==> config.mk <==
export PLATFORM = sky130hd
export DESIGN_NAME = lane_fetch_seq
export DESIGN_NICKNAME = d
export VERILOG_FILES = /design/src/rtl/lfs_pkg.sv /design/src/rtl/lfs_block_cache.sv /design/src/rtl/lfs_pending_table.sv /design/src/rtl/lfs_issue_ctrl.sv /design/src/rtl/lane_fetch_seq.sv
export SDC_FILE = /design/constraint.sdc
export NUM_CORES = 1
export LEC_CHECK = 0
export BUFFER_PORTS_ARGS = -buffer_cell sky130_fd_sc_hd__clkbuf_2
export CORE_MARGIN = 3
export CORE_UTILIZATION = 35
export CTS_BUF_LIST = sky130_fd_sc_hd__clkbuf_2
export CTS_CLUSTER_SIZE = 10
export DETAILED_ROUTE_END_ITERATION = 12
export SYNTH_ARGS = -nofsm -noshare
export SYNTH_HDL_FRONTEND = slang
export SYNTH_SLANG_ARGS = --single-unit
==> constraint.sdc <==
create_clock -name clk -period 3.25 [get_ports clk]
set_clock_uncertainty 0.05 [all_clocks]
set_input_delay 0.4875 -clock clk [delete_from_list [all_inputs] [get_ports clk]]
set_output_delay 0.4875 -clock clk [all_outputs]
set_load 0.005 [all_outputs]
==> src/rtl/lfs_pkg.sv <==
package lfs_pkg;

  typedef enum logic [1:0] {
    ST_IDLE   = 2'd0,
    ST_LOOKUP = 2'd1,
    ST_FILL   = 2'd2,
    ST_RUN    = 2'd3
  } seq_state_e;

  // A fetch instruction redirects its VP unless it is predicated and the
  // predicate flag of that VP is clear.
  function automatic logic fetch_taken(input logic is_fetch,
                                       input logic is_pred,
                                       input logic pred_flag);
    return is_fetch && (!is_pred || pred_flag);
  endfunction

  // Next index in a rotation over n slots.
  function automatic int unsigned rot_next(input int unsigned cur,
                                           input int unsigned n);
    return (cur + 1 >= n) ? 0 : cur + 1;
  endfunction

endpackage

==> src/rtl/lfs_block_cache.sv <==
module lfs_block_cache #(
  parameter int NUM_ENTRIES = 4,
  parameter int BLK_LEN     = 8,
  parameter int ADDR_W      = 12,
  parameter int INSTR_W     = 32,
  parameter int ENT_W       = 2,
  parameter int IDX_W       = 3
) (
  input  logic               clk,
  input  logic               rst_n,
  input  logic [ADDR_W-1:0]  lk_addr,
  output logic               lk_hit,
  output logic [ENT_W-1:0]   lk_entry,
  input  logic               fill_start,
  input  logic               fill_beat_valid,
  input  logic [INSTR_W-1:0] fill_beat_data,
  output logic               fill_done,
  output logic [ENT_W-1:0]   fill_entry,
  output logic               filling,
  input  logic [ENT_W-1:0]   rd_entry,
  input  logic [IDX_W-1:0]   rd_idx,
  output logic [INSTR_W-1:0] rd_instr
);
  import lfs_pkg::*;

  localparam logic [IDX_W-1:0] LAST_BEAT = IDX_W'(BLK_LEN - 1);

  logic [ADDR_W-1:0]  tag_q   [NUM_ENTRIES];
  logic [NUM_ENTRIES-1:0] vld_q;
  logic [INSTR_W-1:0] data_q  [NUM_ENTRIES][BLK_LEN];
  logic [ENT_W-1:0]   victim_q;
  logic [IDX_W-1:0]   beat_q;
  logic               filling_q;
  logic [NUM_ENTRIES-1:0] hit_vec;
  logic               beat_we;

  genvar g;
  generate
    for (g = 0; g < NUM_ENTRIES; g++) begin : g_tag
      assign hit_vec[g] = vld_q[g] && (tag_q[g] == lk_addr);
    end
  endgenerate

  always_comb begin
    lk_entry = '0;
    for (int i = 0; i < NUM_ENTRIES; i++) begin
      if (hit_vec[i]) lk_entry = ENT_W'(i);
    end
  end

  assign lk_hit     = |hit_vec;
  assign beat_we    = filling_q && fill_beat_valid;
  assign fill_done  = beat_we && (beat_q == LAST_BEAT);
  assign fill_entry = victim_q;
  assign filling    = filling_q;
  assign rd_instr   = data_q[rd_entry][rd_idx];

  always_ff @(posedge clk or negedge rst_n) begin
    if (!rst_n) begin
      vld_q     <= '0;
      victim_q  <= '0;
      beat_q    <= '0;
      filling_q <= 1'b0;
      for (int i = 0; i < NUM_ENTRIES; i++) tag_q[i] <= '0;
    end else if (fill_start) begin
      filling_q       <= 1'b1;
      beat_q          <= '0;
      vld_q[victim_q] <= 1'b0;
      tag_q[victim_q] <= lk_addr;
    end else if (beat_we) begin
      if (beat_q == LAST_BEAT) begin
        filling_q       <= 1'b0;
        vld_q[victim_q] <= 1'b1;
        victim_q        <= ENT_W'(rot_next(int'(victim_q), NUM_ENTRIES));
      end else begin
        beat_q <= beat_q + IDX_W'(1);
      end
    end
  end

  always_ff @(posedge clk) begin
    if (beat_we) data_q[victim_q][beat_q] <= fill_beat_data;
  end


  tag_unique_chk: assert property (@(posedge clk) disable iff (!rst_n)
    $onehot0(hit_vec));


  fill_miss_chk: assert property (@(posedge clk) disable iff (!rst_n)
    filling_q |-> !lk_hit);

endmodule

==> src/rtl/lfs_pending_table.sv <==
module lfs_pending_table #(
  parameter int NUM_VP = 4,
  parameter int ADDR_W = 12,
  parameter int VP_W   = 2
) (
  input  logic              clk,
  input  logic              rst_n,
  input  logic              set_valid,
  input  logic [VP_W-1:0]   set_vp,
  input  logic [ADDR_W-1:0] set_addr,
  input  logic              take,
  output logic              any_pend,
  output logic [VP_W-1:0]   grant_vp,
  output logic [ADDR_W-1:0] grant_addr
);
  import lfs_pkg::*;

  logic [NUM_VP-1:0] pend_q;
  logic [ADDR_W-1:0] addr_q [NUM_VP];
  logic [VP_W-1:0]   ptr_q;

  // First pending VP at or after the rotation pointer.
  function automatic logic [VP_W-1:0] rr_pick(input logic [NUM_VP-1:0] pend,
                                              input logic [VP_W-1:0]   ptr);
    logic [VP_W-1:0] sel;
    logic            found;
    sel   = ptr;
    found = 1'b0;
    for (int off = 0; off < NUM_VP; off++) begin
      int c;
      c = (int'(ptr) + off) % NUM_VP;
      if (!found && pend[c]) begin
        sel   = VP_W'(c);
        found = 1'b1;
      end
    end
    return sel;
  endfunction

  assign any_pend   = |pend_q;
  assign grant_vp   = rr_pick(pend_q, ptr_q);
  assign grant_addr = addr_q[grant_vp];

  always_ff @(posedge clk or negedge rst_n) begin
    if (!rst_n) begin
      pend_q <= '0;
      ptr_q  <= '0;
      for (int i = 0; i < NUM_VP; i++) addr_q[i] <= '0;
    end else begin
      if (take) begin
        pend_q[grant_vp] <= 1'b0;
        ptr_q            <= VP_W'(rot_next(int'(grant_vp), NUM_VP));
      end
      if (set_valid) begin
        pend_q[set_vp] <= 1'b1;
        addr_q[set_vp] <= set_addr;
      end
    end
  end


  grant_rr_chk: assert property (@(posedge clk) disable iff (!rst_n)
    take |-> (pend_q[grant_vp] && (grant_vp == ptr_q || !pend_q[ptr_q])));


  pend_hold_chk: assert property (@(posedge clk) disable iff (!rst_n)
    (!take && !set_valid) |=> $stable(pend_q));

endmodule

==> src/rtl/lfs_issue_ctrl.sv <==
module lfs_issue_ctrl #(
  parameter int NUM_VP  = 4,
  parameter int BLK_LEN = 8,
  parameter int ADDR_W  = 12,
  parameter int VP_W    = 2,
  parameter int ENT_W   = 2,
  parameter int IDX_W   = 3
) (
  input  logic              clk,
  input  logic              rst_n,
  input  logic              vf_valid,
  input  logic [ADDR_W-1:0] vf_addr,
  output logic              vf_ready,
  input  logic              any_pend,
  input  logic [VP_W-1:0]   grant_vp,
  input  logic [ADDR_W-1:0] grant_addr,
  output logic              take,
  output logic [ADDR_W-1:0] blk_addr,
  input  logic              lk_hit,
  input  logic [ENT_W-1:0]  lk_entry,
  output logic              fill_start,
  output logic              fill_req_valid,
  input  logic              fill_done,
  input  logic [ENT_W-1:0]  fill_entry,
  output logic [ENT_W-1:0]  rd_entry,
  output logic [IDX_W-1:0]  rd_idx,
  input  logic              fetch_bit,
  input  logic              pred_bit,
  input  logic [ADDR_W-1:0] fetch_tgt,
  input  logic [NUM_VP-1:0] vp_pred,
  output logic              iss_valid,
  output logic [VP_W-1:0]   iss_vp,
  output logic              set_valid,
  output logic [VP_W-1:0]   set_vp,
  output logic [ADDR_W-1:0] set_addr
);
  import lfs_pkg::*;

  localparam logic [IDX_W-1:0] LAST_IDX = IDX_W'(BLK_LEN - 1);
  localparam logic [VP_W-1:0]  LAST_VP  = VP_W'(NUM_VP - 1);

  seq_state_e        state_q;
  logic [ADDR_W-1:0] addr_q;
  logic              is_vec_q;
  logic [VP_W-1:0]   vp_q;
  logic [IDX_W-1:0]  idx_q;
  logic [ENT_W-1:0]  entry_q;
  logic              req_sent_q;

  assign vf_ready       = (state_q == ST_IDLE) && !any_pend;
  assign take           = (state_q == ST_IDLE) && any_pend;
  assign fill_start     = (state_q == ST_LOOKUP) && !lk_hit;
  assign fill_req_valid = (state_q == ST_FILL) && !req_sent_q;
  assign iss_valid      = (state_q == ST_RUN);
  assign iss_vp         = vp_q;
  assign blk_addr       = addr_q;
  assign rd_entry       = entry_q;
  assign rd_idx         = idx_q;
  assign set_valid      = iss_valid && fetch_taken(fetch_bit, pred_bit, vp_pred[vp_q]);
  assign set_vp         = vp_q;
  assign set_addr       = fetch_tgt;

  always_ff @(posedge clk or negedge rst_n) begin
    if (!rst_n) begin
      state_q    <= ST_IDLE;
      addr_q     <= '0;
      is_vec_q   <= 1'b0;
      vp_q       <= '0;
      idx_q      <= '0;
      entry_q    <= '0;
      req_sent_q <= 1'b0;
    end else begin
      case (state_q)
        ST_IDLE: begin
          if (any_pend) begin
            addr_q   <= grant_addr;
            vp_q     <= grant_vp;
            is_vec_q <= 1'b0;
            state_q  <= ST_LOOKUP;
          end else if (vf_valid) begin
            addr_q   <= vf_addr;
            vp_q     <= '0;
            is_vec_q <= 1'b1;
            state_q  <= ST_LOOKUP;
          end
        end
        ST_LOOKUP: begin
          if (lk_hit) begin
            entry_q <= lk_entry;
            idx_q   <= '0;
            state_q <= ST_RUN;
          end else begin
            req_sent_q <= 1'b0;
            state_q    <= ST_FILL;
          end
        end
        ST_FILL: begin
          req_sent_q <= 1'b1;
          if (fill_done) begin
            entry_q <= fill_entry;
            idx_q   <= '0;
            state_q <= ST_RUN;
          end
        end
        ST_RUN: begin
          if (idx_q == LAST_IDX) begin
            idx_q <= '0;
            if (is_vec_q && vp_q != LAST_VP) vp_q <= vp_q + VP_W'(1);
            else                              state_q <= ST_IDLE;
          end else begin
            idx_q <= idx_q + IDX_W'(1);
          end
        end
        default: state_q <= ST_IDLE;
      endcase
    end
  end


  slot_order_chk: assert property (@(posedge clk) disable iff (!rst_n)
    (iss_valid && $past(iss_valid) && $past(idx_q) != LAST_IDX)
      |-> (idx_q == $past(idx_q) + IDX_W'(1) && vp_q == $past(vp_q)));


  thread_vp_chk: assert property (@(posedge clk) disable iff (!rst_n)
    (iss_valid && !is_vec_q && $past(iss_valid)) |-> $stable(vp_q));

endmodule

==> src/rtl/lane_fetch_seq.sv <==
module lane_fetch_seq #(
  parameter int NUM_VP      = 4,
  parameter int NUM_ENTRIES = 4,
  parameter int BLK_LEN     = 8,
  parameter int ADDR_W      = 12,
  parameter int INSTR_W     = 32
) (
  input  logic               clk,
  input  logic               rst_n,
  input  logic               vf_valid,
  input  logic [ADDR_W-1:0]  vf_addr,
  output logic               vf_ready,
  input  logic [NUM_VP-1:0]  vp_pred,
  output logic               fill_req_valid,
  output logic [ADDR_W-1:0]  fill_req_addr,
  input  logic               fill_rsp_valid,
  input  logic [INSTR_W-1:0] fill_rsp_data,
  output logic               iss_valid,
  output logic [$clog2(NUM_VP)-1:0] iss_vp,
  output logic [INSTR_W-1:0] iss_instr
);
  localparam int VP_W  = (NUM_VP > 1) ? $clog2(NUM_VP) : 1;
  localparam int ENT_W = (NUM_ENTRIES > 1) ? $clog2(NUM_ENTRIES) : 1;
  localparam int IDX_W = (BLK_LEN > 1) ? $clog2(BLK_LEN) : 1;
  localparam int FETCH_BIT = INSTR_W - 1;
  localparam int PRED_BIT  = INSTR_W - 2;

  logic              any_pend, take, set_valid;
  logic [VP_W-1:0]   grant_vp, set_vp;
  logic [ADDR_W-1:0] grant_addr, set_addr, blk_addr;
  logic              lk_hit, fill_start, fill_done, cache_filling;
  logic [ENT_W-1:0]  lk_entry, fill_entry, rd_entry;
  logic [IDX_W-1:0]  rd_idx;
  logic [INSTR_W-1:0] rd_instr;

  assign fill_req_addr = blk_addr;
  assign iss_instr     = rd_instr;

  lfs_block_cache #(
    .NUM_ENTRIES(NUM_ENTRIES), .BLK_LEN(BLK_LEN), .ADDR_W(ADDR_W),
    .INSTR_W(INSTR_W), .ENT_W(ENT_W), .IDX_W(IDX_W)
  ) cache_i (
    .clk(clk), .rst_n(rst_n),
    .lk_addr(blk_addr), .lk_hit(lk_hit), .lk_entry(lk_entry),
    .fill_start(fill_start), .fill_beat_valid(fill_rsp_valid),
    .fill_beat_data(fill_rsp_data), .fill_done(fill_done),
    .fill_entry(fill_entry), .filling(cache_filling),
    .rd_entry(rd_entry), .rd_idx(rd_idx), .rd_instr(rd_instr)
  );

  lfs_pending_table #(
    .NUM_VP(NUM_VP), .ADDR_W(ADDR_W), .VP_W(VP_W)
  ) pend_i (
    .clk(clk), .rst_n(rst_n),
    .set_valid(set_valid), .set_vp(set_vp), .set_addr(set_addr),
    .take(take), .any_pend(any_pend), .grant_vp(grant_vp),
    .grant_addr(grant_addr)
  );

  lfs_issue_ctrl #(
    .NUM_VP(NUM_VP), .BLK_LEN(BLK_LEN), .ADDR_W(ADDR_W),
    .VP_W(VP_W), .ENT_W(ENT_W), .IDX_W(IDX_W)
  ) ctrl_i (
    .clk(clk), .rst_n(rst_n),
    .vf_valid(vf_valid), .vf_addr(vf_addr), .vf_ready(vf_ready),
    .any_pend(any_pend), .grant_vp(grant_vp), .grant_addr(grant_addr),
    .take(take), .blk_addr(blk_addr),
    .lk_hit(lk_hit), .lk_entry(lk_entry),
    .fill_start(fill_start), .fill_req_valid(fill_req_valid),
    .fill_done(fill_done), .fill_entry(fill_entry),
    .rd_entry(rd_entry), .rd_idx(rd_idx),
    .fetch_bit(rd_instr[FETCH_BIT]), .pred_bit(rd_instr[PRED_BIT]),
    .fetch_tgt(rd_instr[ADDR_W-1:0]), .vp_pred(vp_pred),
    .iss_valid(iss_valid), .iss_vp(iss_vp),
    .set_valid(set_valid), .set_vp(set_vp), .set_addr(set_addr)
  );


  fill_quiet_chk: assert property (@(posedge clk) disable iff (!rst_n)
    cache_filling |-> !iss_valid);


  ready_quiet_chk: assert property (@(posedge clk) disable iff (!rst_n)
    vf_ready |-> (!iss_valid && !cache_filling));


  vp_ascend_chk: assert property (@(posedge clk) disable iff (!rst_n)
    (iss_valid && $past(iss_valid) && iss_vp != $past(iss_vp))
      |-> (iss_vp == $past(iss_vp) + VP_W'(1)));


  fill_pulse_chk: assert property (@(posedge clk) disable iff (!rst_n)
    fill_req_valid |=> !fill_req_valid);

endmodule

# Word-level counts from Yosys, hierarchy flattened
# Memories as Yosys holds them, arrays and structs flattened.
# Index checks and enable logic that the tools add are counted.
[classes] muxes=82 addsub=8 reduce_logical=51 n_eq_ne=18 n_lt_le_gt_ge=20 bitwise=15
[op_table] operator="$mux 256" count=1
[op_table] operator="$bmux 32 s3" count=1
[op_table] operator="$bwmux 48" count=2
[op_table] operator="$demux 32 s3" count=1
[op_table] operator="$mux 32" count=3
[op_table] operator="$mux 12" count=6
[op_table] operator="$demux 12 s2" count=2
[op_table] operator="$eq 12x12->1" count=4
[op_table] operator="$mux 2" count=18
[op_table] operator="$bmux 12 s2" count=1
[op_table] operator="$mux 1" count=23
[op_table] operator="$logic_and 1x1->1" count=22
[op_table] operator="$mux 4" count=5
[op_table] operator="$mux 3" count=6
[op_table] operator="$ge 3x3->1 const B" count=5
[op_table] operator="$lt 2x3->1 const B" count=4
[op_table] operator="$lt 3x4->1 const B" count=3
[op_table] operator="$ne 2x2->1 const B" count=6
[op_table] operator="$bmux 1 s2" count=5
[op_table] operator="$reduce_bool 2->1" count=5
[op_table] operator="$not 2->3" count=3
[op_table] operator="$pmux 3 s3" count=1
[op_table] operator="$reduce_and 3->1" count=3
[op_table] operator="$and 4x4->4" count=2
[op_table] operator="30 further kinds" count=62
[totals] n_memories=1 wordCells=216 ram_bits=1024 register_bits=135 out_inout_bits=49 in_bits=52
[mem_list] name="cache_i.data_q" depth=4 width=256 read_ports=1 rd_ports_with_merged_regs=0 write_ports=1 line_no="lfs_block_cache.sv:30" text="logic [INSTR_W-1:0] data_q [NUM_ENTRIES][BLK_LEN];"

# Longest topological paths before layout
# Gate-level depths: netlist of run 1.
[logic_depth] depth_word=23 depth_mapped=10 mapped_depth_nobuf=8

# Modules after synthesis
# A second synthesis of run 1 with hierarchy kept.
[hier_totals] hier_cells=2816 area_unflattened_um2=46699.8
[by_module_without_submodules] mod="lfs_block_cache" area_each_um2=42746.0 cells_per_inst=2464 instances=1 seq_area_each_um2=32200.9
[by_module_without_submodules] mod="lfs_pending_table" area_each_um2=2499.9 cells_per_inst=213 instances=1 seq_area_each_um2=1351.3
[by_module_without_submodules] mod="lfs_issue_ctrl" area_each_um2=1453.9 cells_per_inst=139 instances=1 seq_area_each_um2=575.6

# Least setup slack after synthesis of run 1
# Ideal clock, no wire load.
[synth_timing] path_kind="flip-flop to output port" start="register ctrl_i.entry_q[0] (netlist: ctrl_i.rd_entry[0])" end="output iss_instr[12]" stages_incl_launch_ff=9 arrival_time_ns=2.600 slack_ns=0.113 required_time_ns=2.712 path_buffers=4 path_cell_list="dfrtp_1 buf_2 buf_2 buf_2 buf_1 mux4_2 mux4_2 nand2_1 nand2_1"
[synth_via] elab_chain_len=4
[synth_lines] item="start, declared" line_no="lfs_issue_ctrl.sv:47" text="logic [ENT_W-1:0] entry_q;"
[synth_lines] item="start signal, assigned" line_no="lfs_issue_ctrl.sv:89" text="entry_q <= lk_entry;"
[synth_lines] item="start signal, assigned" line_no="lfs_issue_ctrl.sv:100" text="entry_q <= fill_entry;"
[synth_lines] item="$mem_v2 4x256"
[synth_lines] item="$bmux 32 s3" line_no="lfs_block_cache.sv:56" text="assign rd_instr = data_q[rd_entry][rd_idx];"
[synth_lines] item="$mux 32 (implied by the code) (2 in series)" line_no="lfs_block_cache.sv:56"
[synth_lines] item="end, declared" line_no="lane_fetch_seq.sv:20" text="output logic [INSTR_W-1:0] iss_instr"
# No other way between the ends. The select of a mux whose other input is x is not followed.

# Worst setup path in the final report of run 1
[layout_timing] start="register ctrl_i.entry_q[0] (netlist: ctrl_i.rd_entry[0])" end="output iss_instr[26]"
# The elaborated chain is that of the path after synthesis.

==> results of run 1 <==
-- power by group through the flow --
stage	clock network [mW]	registers (mW)	logic [mW]
floorplan	0	18.0	6.76
global placement	0	18.4	9.85
detailed placement	0	18.4	10.0
CTS	9.42	18.1	11.5
global route	10.2	18.2	12.3
finish	9.14	18.1	11.5
-- registers in the layout (all words and copies together), names as in the netlist, named ones only --
signal	count
pend_i.addr_q	48
ctrl_i.blk_addr	12
ctrl_i.state_q	2
pend_i.ptr_q	2
cache_i.data_q	1024
cache_i.filling	1
ctrl_i.is_vec_q	1
cache_i.tag_q	48
ctrl_i.req_sent_q	1
ctrl_i.iss_vp	2
ctrl_i.rd_idx	3
cache_i.beat_q	3
pend_i.pend_q	4
cache_i.fill_entry	2
ctrl_i.rd_entry	2
-- worst max-delay path: stages, from the launching register on --
cell and delay, ns:
dfrtp_4 0.47, buf_6 0.13, buf_12 0.14, buf_12 0.16, buf_12 0.15, mux4_2 0.52
mux4_2 0.50, nand2_2 0.10, nand2_4 0.09, clkbuf_2 0.13
-- final timing paths --
kind | endpoint | slack, ns
max in group asynchronous | pend_i.addr_q[13] | 1.89
hold / removal | cache_i.data_q[1][193] | 0.18
setup reg to reg | ctrl_i.blk_addr[7] | 0.15
min in group asynchronous | pend_i.addr_q[14] | 0.59
setup / recovery | iss_instr[26] | -1.15
hold reg to reg | pend_i.addr_q[0] | 0.46
-- cell usage in the layout, fill, tap and decap left out, types with 4 or more instances in the layout --
cell type / count
a21oi_1: 24
a22oi_1: 15
a31oi_1: 12
and2_2: 33
buf_12: 61
buf_16: 21
buf_4: 90
buf_6: 11
buf_8: 8
clkbuf_2: 502
clkbuf_8: 4
clkinv_1: 57
clkinv_2: 10
dfrtp_1: 128
dfrtp_4: 4
diode_2: 9
dlygate4sd3_1: 118
edfxtp_1: 1024
ha_1: 14
inv_1: 8
inv_2: 7
mux2_2: 79
mux2_4: 36
mux2i_1: 57
mux4_2: 301
nand2_1: 70
nand2_2: 31
nand2_4: 21
nand3_1: 7
nand4_1: 8
nor2_1: 16
nor2b_1: 4
nor3_1: 5
o2111ai_4: 4
o21ai_0: 8
o32ai_1: 12
xnor2_1: 49
-- cell families after synthesis --
logic type,Yosys count,share of synthesized area (%)
buffers and inverters,135,1.41
XOR/XNOR,49,0.934
AO/OA/AOI/OAI,90,1.47
adder cells (fa/ha/maj),17,0.463
multiplexers,475,19.2
flip-flops,1159,74.3
AND/OR/NAND/NOR,221,2.30
-- timing repair --
action / 4_1_cts / 5_1_grt
buffers inserted: 47 / 5
cloned: 16 / 2
hold buffers: 119 / 0
resized for setup: 141 / 34
hold endpoints to repair: 1982 / 0
pin swaps: 17 / 14
endpoints found under the setup margin: 35 / 38
-- stage by stage --
step / std cells / area [sq um]
finish: 4666 / 54800
CTS: 4655 / 54700
global route: 4665 / 54800
floorplan: 2146 / 45900
detailed placement: 3991 / 49800
global placement: 3991 / 49800
-- final cells by class --
class,count,area (sq um),area share (%)
Antenna cell,9,22.5,0.0411
Clock buffer,412,2060,3.76
Clock inverter,71,305,0.557
Inverter,13,56.3,0.103
Multi-Input combinational cell,852,11500,21.0
Sequential cell,1159,34100,62.3
Tap cell,1742,2180,3.98
Timing Repair Buffer,408,4530,8.25
-- metal layers --
layer	track usage, %	up-vias
met5	0	-
met4	5.19	2
met3	3.84	176
met2	28.1	1143
met1	25.1	12996
li1	-	10182
==> flow_summary.json, run 1 <==
{
  "outcome": "finished with violations",
  "violations": "setup timing",
  "dr_wl_met3_microns": 9780,
  "drtPass1Iterations": 5,
  "internal_power_mw": 26.7,
  "htreeDepth": 5,
  "leakage_nw": 18.6,
  "power_density_nw_per_um2": 707,
  "grt.overflow.total": 0,
  "drc": 0,
  "async_flop_share_pct": 11.6,
  "power.share.switching_pct": 31.3,
  "synthCells": 2146,
  "worstPathMaxFanout": 8,
  "top_layer": "met5",
  "clk_pin_slew_worst_paths_ns": 0.11,
  "sequentialPowerShare_pct": 46.7,
  "dieArea_sq_um": 136000,
  "syn_area_sq_um": 45900,
  "via_count": 24499,
  "endpoint_kind": "primary output",
  "yosysWarnings": 0,
  "clk_latency_ns": 1.56,
  "rsz0062_at_grt": "true",
  "num_rows": 132,
  "p_switching_mw": 12.1,
  "cts_tree": "built",
  "syn_avg_cell_area_sq_um": 21.4,
  "reg2regPathDepth": 7,
  "initial_core_util_pct": 35.3,
  "yosysSeqAreaShare_pct": 74.3,
  "ant_nets": 0,
  "core_sq_um": 130000,
  "path_class": "reg2out",
  "relSlewSlack_pct": 30.8,
  "synth_edf_count": 1024,
  "dpl_worst_slack_ns": 0.147,
  "finalWeightedCongestion": 0.769,
  "synth_area_leaders": "edfxtp_1, mux4_2, dfrtp_1",
  "post_drt_wl_per_cell_microns": 25.9,
  "ir_drop_uv": 450,
  "cts_root_buf": "clkbuf_2",
  "cp-startpoint": "ctrl_i.rd_entry[0]",
  "grtUsageTotal_pct": 17.9,
  "nets": 2798,
  "first_global_vias": 25578,
  "tightest_slew_ns": 1.04,
  "drive_gt1_share_pct": 42.9,
  "slew_viol_final": 0,
  "r2r-start": "pend_i.pend_q[1]",
  "power_mw": 38.8,
  "min_period_ns": 4.40,
  "cts_sinks": 1159,
  "grt_start_max_net_pins": 76,
  "finalWirelength_microns": 121000,
  "holdPathStages": 2,
  "syn_to_final_growth_pct": 19.3,
  "yosys-top-cells-count": "edfxtp_1, mux4_2, dfrtp_1, nand2_1, mux2_2",
  "setup_violations": 32,
  "wl_met1_microns": 51200,
  "hold_start": "fill_rsp_data[1]",
  "ys_types": 53,
  "grt_pass1_wl_microns": 176000,
  "fin_crit_sh_pct": 135,
  "setup_slack_ns": -1.15,
  "worstPathArrival_ns": 3.87,
  "worstPathRequired_ns": 2.71,
  "via_per_inst": 5.25,
  "finalSetupTns_ns": -33.49,
  "drtIter0Drc": 2361,
  "hold_class": "in2reg",
  "top_level_ports": 101,
  "synth_most_common_cell": "edfxtp_1",
  "met2WireLength_microns": 57500,
  "cts_max_path_buffers": 4,
  "syn_nets": 2215,
  "die_w_microns": 368,
  "synth.largest_area_cell": "edfxtp_1",
  "hold_slack_ns": 0.180,
  "yosysTopAreaCellShare_pct": 66.9,
  "final_util_pct": 42.2,
  "p_clk_share_pct": 23.6,
  "max-cap-violations": 0,
  "hold_violations": 0,
  "cts_buffers": 295,
  "place_hpwl_microns": 64800,
  "die_y_microns": 368,
  "fillCellCount": 11426,
  "synth-seq-cells": 1159,
  "comb_power_share_pct": 29.7,
  "antenna_found_initial": 4,
  "synthFlopType": "edfxtp_1",
  "max_freq_mhz": 227,
  "place.port_buffers": 100,
  "start_kind": "flop"
}
(Power assumes the default switching activity.)
==> run 2: changes to the inputs <==
SKIP_CTS_REPAIR_TIMING = 1   (was default)
clock period = 5.3 ns   (was 3.25 ns; I/O delays follow)
==> flow_summary.json, run 2 (same netlist as run 1, synthesis figures left out) <==
{
  "grt_start_max_net_pins": 109,
  "grt_pass1_wl_microns": 167000,
  "cts_sinks": 1159,
  "top_level_ports": 101,
  "cp-startpoint": "ctrl_i.rd_entry[0]",
  "final_area_sq_um": 51600,
  "comb_power_share_pct": 25.9,
  "placed_area_sq_um": 48600,
  "setup.reg_to_reg.worst_slack_ns": 1.31,
  "max_freq_mhz": 197,
  "worstPathRequired_ns": 4.45,
  "slowest_stage": "dfrtp_4",
  "crit_path_end": "iss_instr[11]",
  "cts_buffers": 295,
  "finalWeightedCongestion": 0.754,
  "worstPathArrival_ns": 4.23,
  "grtUsageTotal_pct": 16.9,
  "reg_top3": "cache_i.data_q (1024), cache_i.tag_q (48), pend_i.addr_q (48)",
  "endpoint_kind": "primary output",
  "leakage_nw": 17.3,
  "final_common_cell": "edfxtp_1",
  "cts_max_path_buffers": 4,
  "outcome": "finished, final reports clean",
  "sequentialPowerShare_pct": 49.7,
  "htreeDepth": 5,
  "die_w_microns": 368,
  "drc": 0,
  "ir_drop_uv": 264,
  "power_density_nw_per_um2": 438,
  "dieArea_sq_um": 136000,
  "power.share.switching_pct": 31.4,
  "relSlewSlack_pct": 15.2,
  "clk_pin_slew_worst_paths_ns": 0.13,
  "p_switching_mw": 7.11,
  "antenna_found_initial": 9,
  "r2r-end": "ctrl_i.blk_addr[1]",
  "path_class": "reg2out",
  "setup_violations": 0,
  "nets": 2605,
  "largest_register_ffs": 1024,
  "slew_viol_final": 0,
  "internal_power_mw": 15.5,
  "core_sq_um": 130000,
  "hold_violations": 0,
  "grt.overflow.total": 0,
  "worstPathMaxFanout": 32,
  "hold_slack_ns": 0.134,
  "p_clk_share_pct": 24.5,
  "fin_crit_sh_pct": 95.8,
  "post_drt_wl_per_cell_microns": 26.1,
  "mostFrequentLayoutCells": "edfxtp_1, clkbuf_2, mux4_2",
  "dpl.cell_count": 3920,
  "top_register": "cache_i.data_q",
  "crit_chain": "buf_12 -> mux4_2 -> mux4_2 -> nand2_1 -> nand2_1 -> clkbuf_2",
  "reg2regPathDepth": 7,
  "min_period_ns": 5.08,
  "power_mw": 22.6,
  "clk_latency_ns": 1.56,
  "syn_to_final_growth_pct": 12.4,
  "cts_tree": "built",
  "place_hpwl_microns": 62400,
  "finalWirelength_microns": 116000,
  "drive_gt1_share_pct": 38.6,
  "max_stage_delay_ns": 0.69,
  "r2r-start": "ctrl_i.state_q[1]",
  "first_global_vias": 24426,
  "place.port_buffers": 100,
  "ant_nets": 0,
  "max-cap-violations": 0,
  "hold_class": "in2reg",
  "drtIter0Drc": 2448,
  "hold_start": "vf_addr[4]",
  "cts_root_buf": "clkbuf_2",
  "initial_core_util_pct": 35.3,
  "start_kind": "flop",
  "die_y_microns": 368,
  "drtPass1Iterations": 5,
  "via_per_inst": 5.26,
  "num_rows": 132,
  "via_count": 23428,
  "tightest_slew_ns": 1.27,
  "instances_no_fill": 4451
}
run 2: worst min-delay path by stage:
stage          depth (start not counted)            endpoint
3_3_place_gp                           1   pend_i.addr_q[11]
5_1_grt                                4  ctrl_i.blk_addr[4]
6_report                               4  ctrl_i.blk_addr[4]
3_5_place_dp                           1   pend_i.addr_q[26]
2_1_floorplan                          1    pend_i.addr_q[0]
4_1_cts                                1   pend_i.addr_q[19]
run 2: final cells by class:
type | count | area, sq um
multi-input cells | 852 | 11200
inverters | 13 | 52.6
fillers | 11771 | 78400
clock buffers | 409 | 2050
clock inverters | 51 | 220
flip-flops and latches | 1159 | 34100
repair buffers | 215 | 1740
well taps | 1742 | 2180
diodes | 10 | 25.0
run 2: critical path: cells and delay by family (launching register included):
family / cells / cell delay (ns)
mux: 2 / 1.03
buf+inv: 2 / 0.56
flops: 1 / 0.69
simple gates: 2 / 0.35
run 2: routing by layer:
metal / GRT usage, % / wire length (microns)
met4: 6.35 / 2480
met5: 0 / 13
met3: 3.74 / 8790
met2: 26.5 / 55800
met1: 23.1 / 48900
run 2: power groups by stage:
stage | registers (mW) | clock network (mW) | logic [mW]
2_1_floorplan | 11.1 | 0 | 4.15
3_3_place_gp | 11.5 | 0 | 5.53
3_5_place_dp | 11.5 | 0 | 5.66
4_1_cts | 11.3 | 5.70 | 5.68
5_1_grt | 11.3 | 6.19 | 6.26
6_report | 11.2 | 5.53 | 5.85
run 2: through the flow:
stage,util (%),setup TNS (ns),setup WS [ns]
5_1_grt,39.7,-0.0380,-0.0203
4_1_cts,39.2,-11.04,-0.472
2_1_floorplan,-,0,1.86
3_5_place_dp,37.4,0,1.32
6_report,39.7,0,0.223
3_3_place_gp,37.4,0,1.37
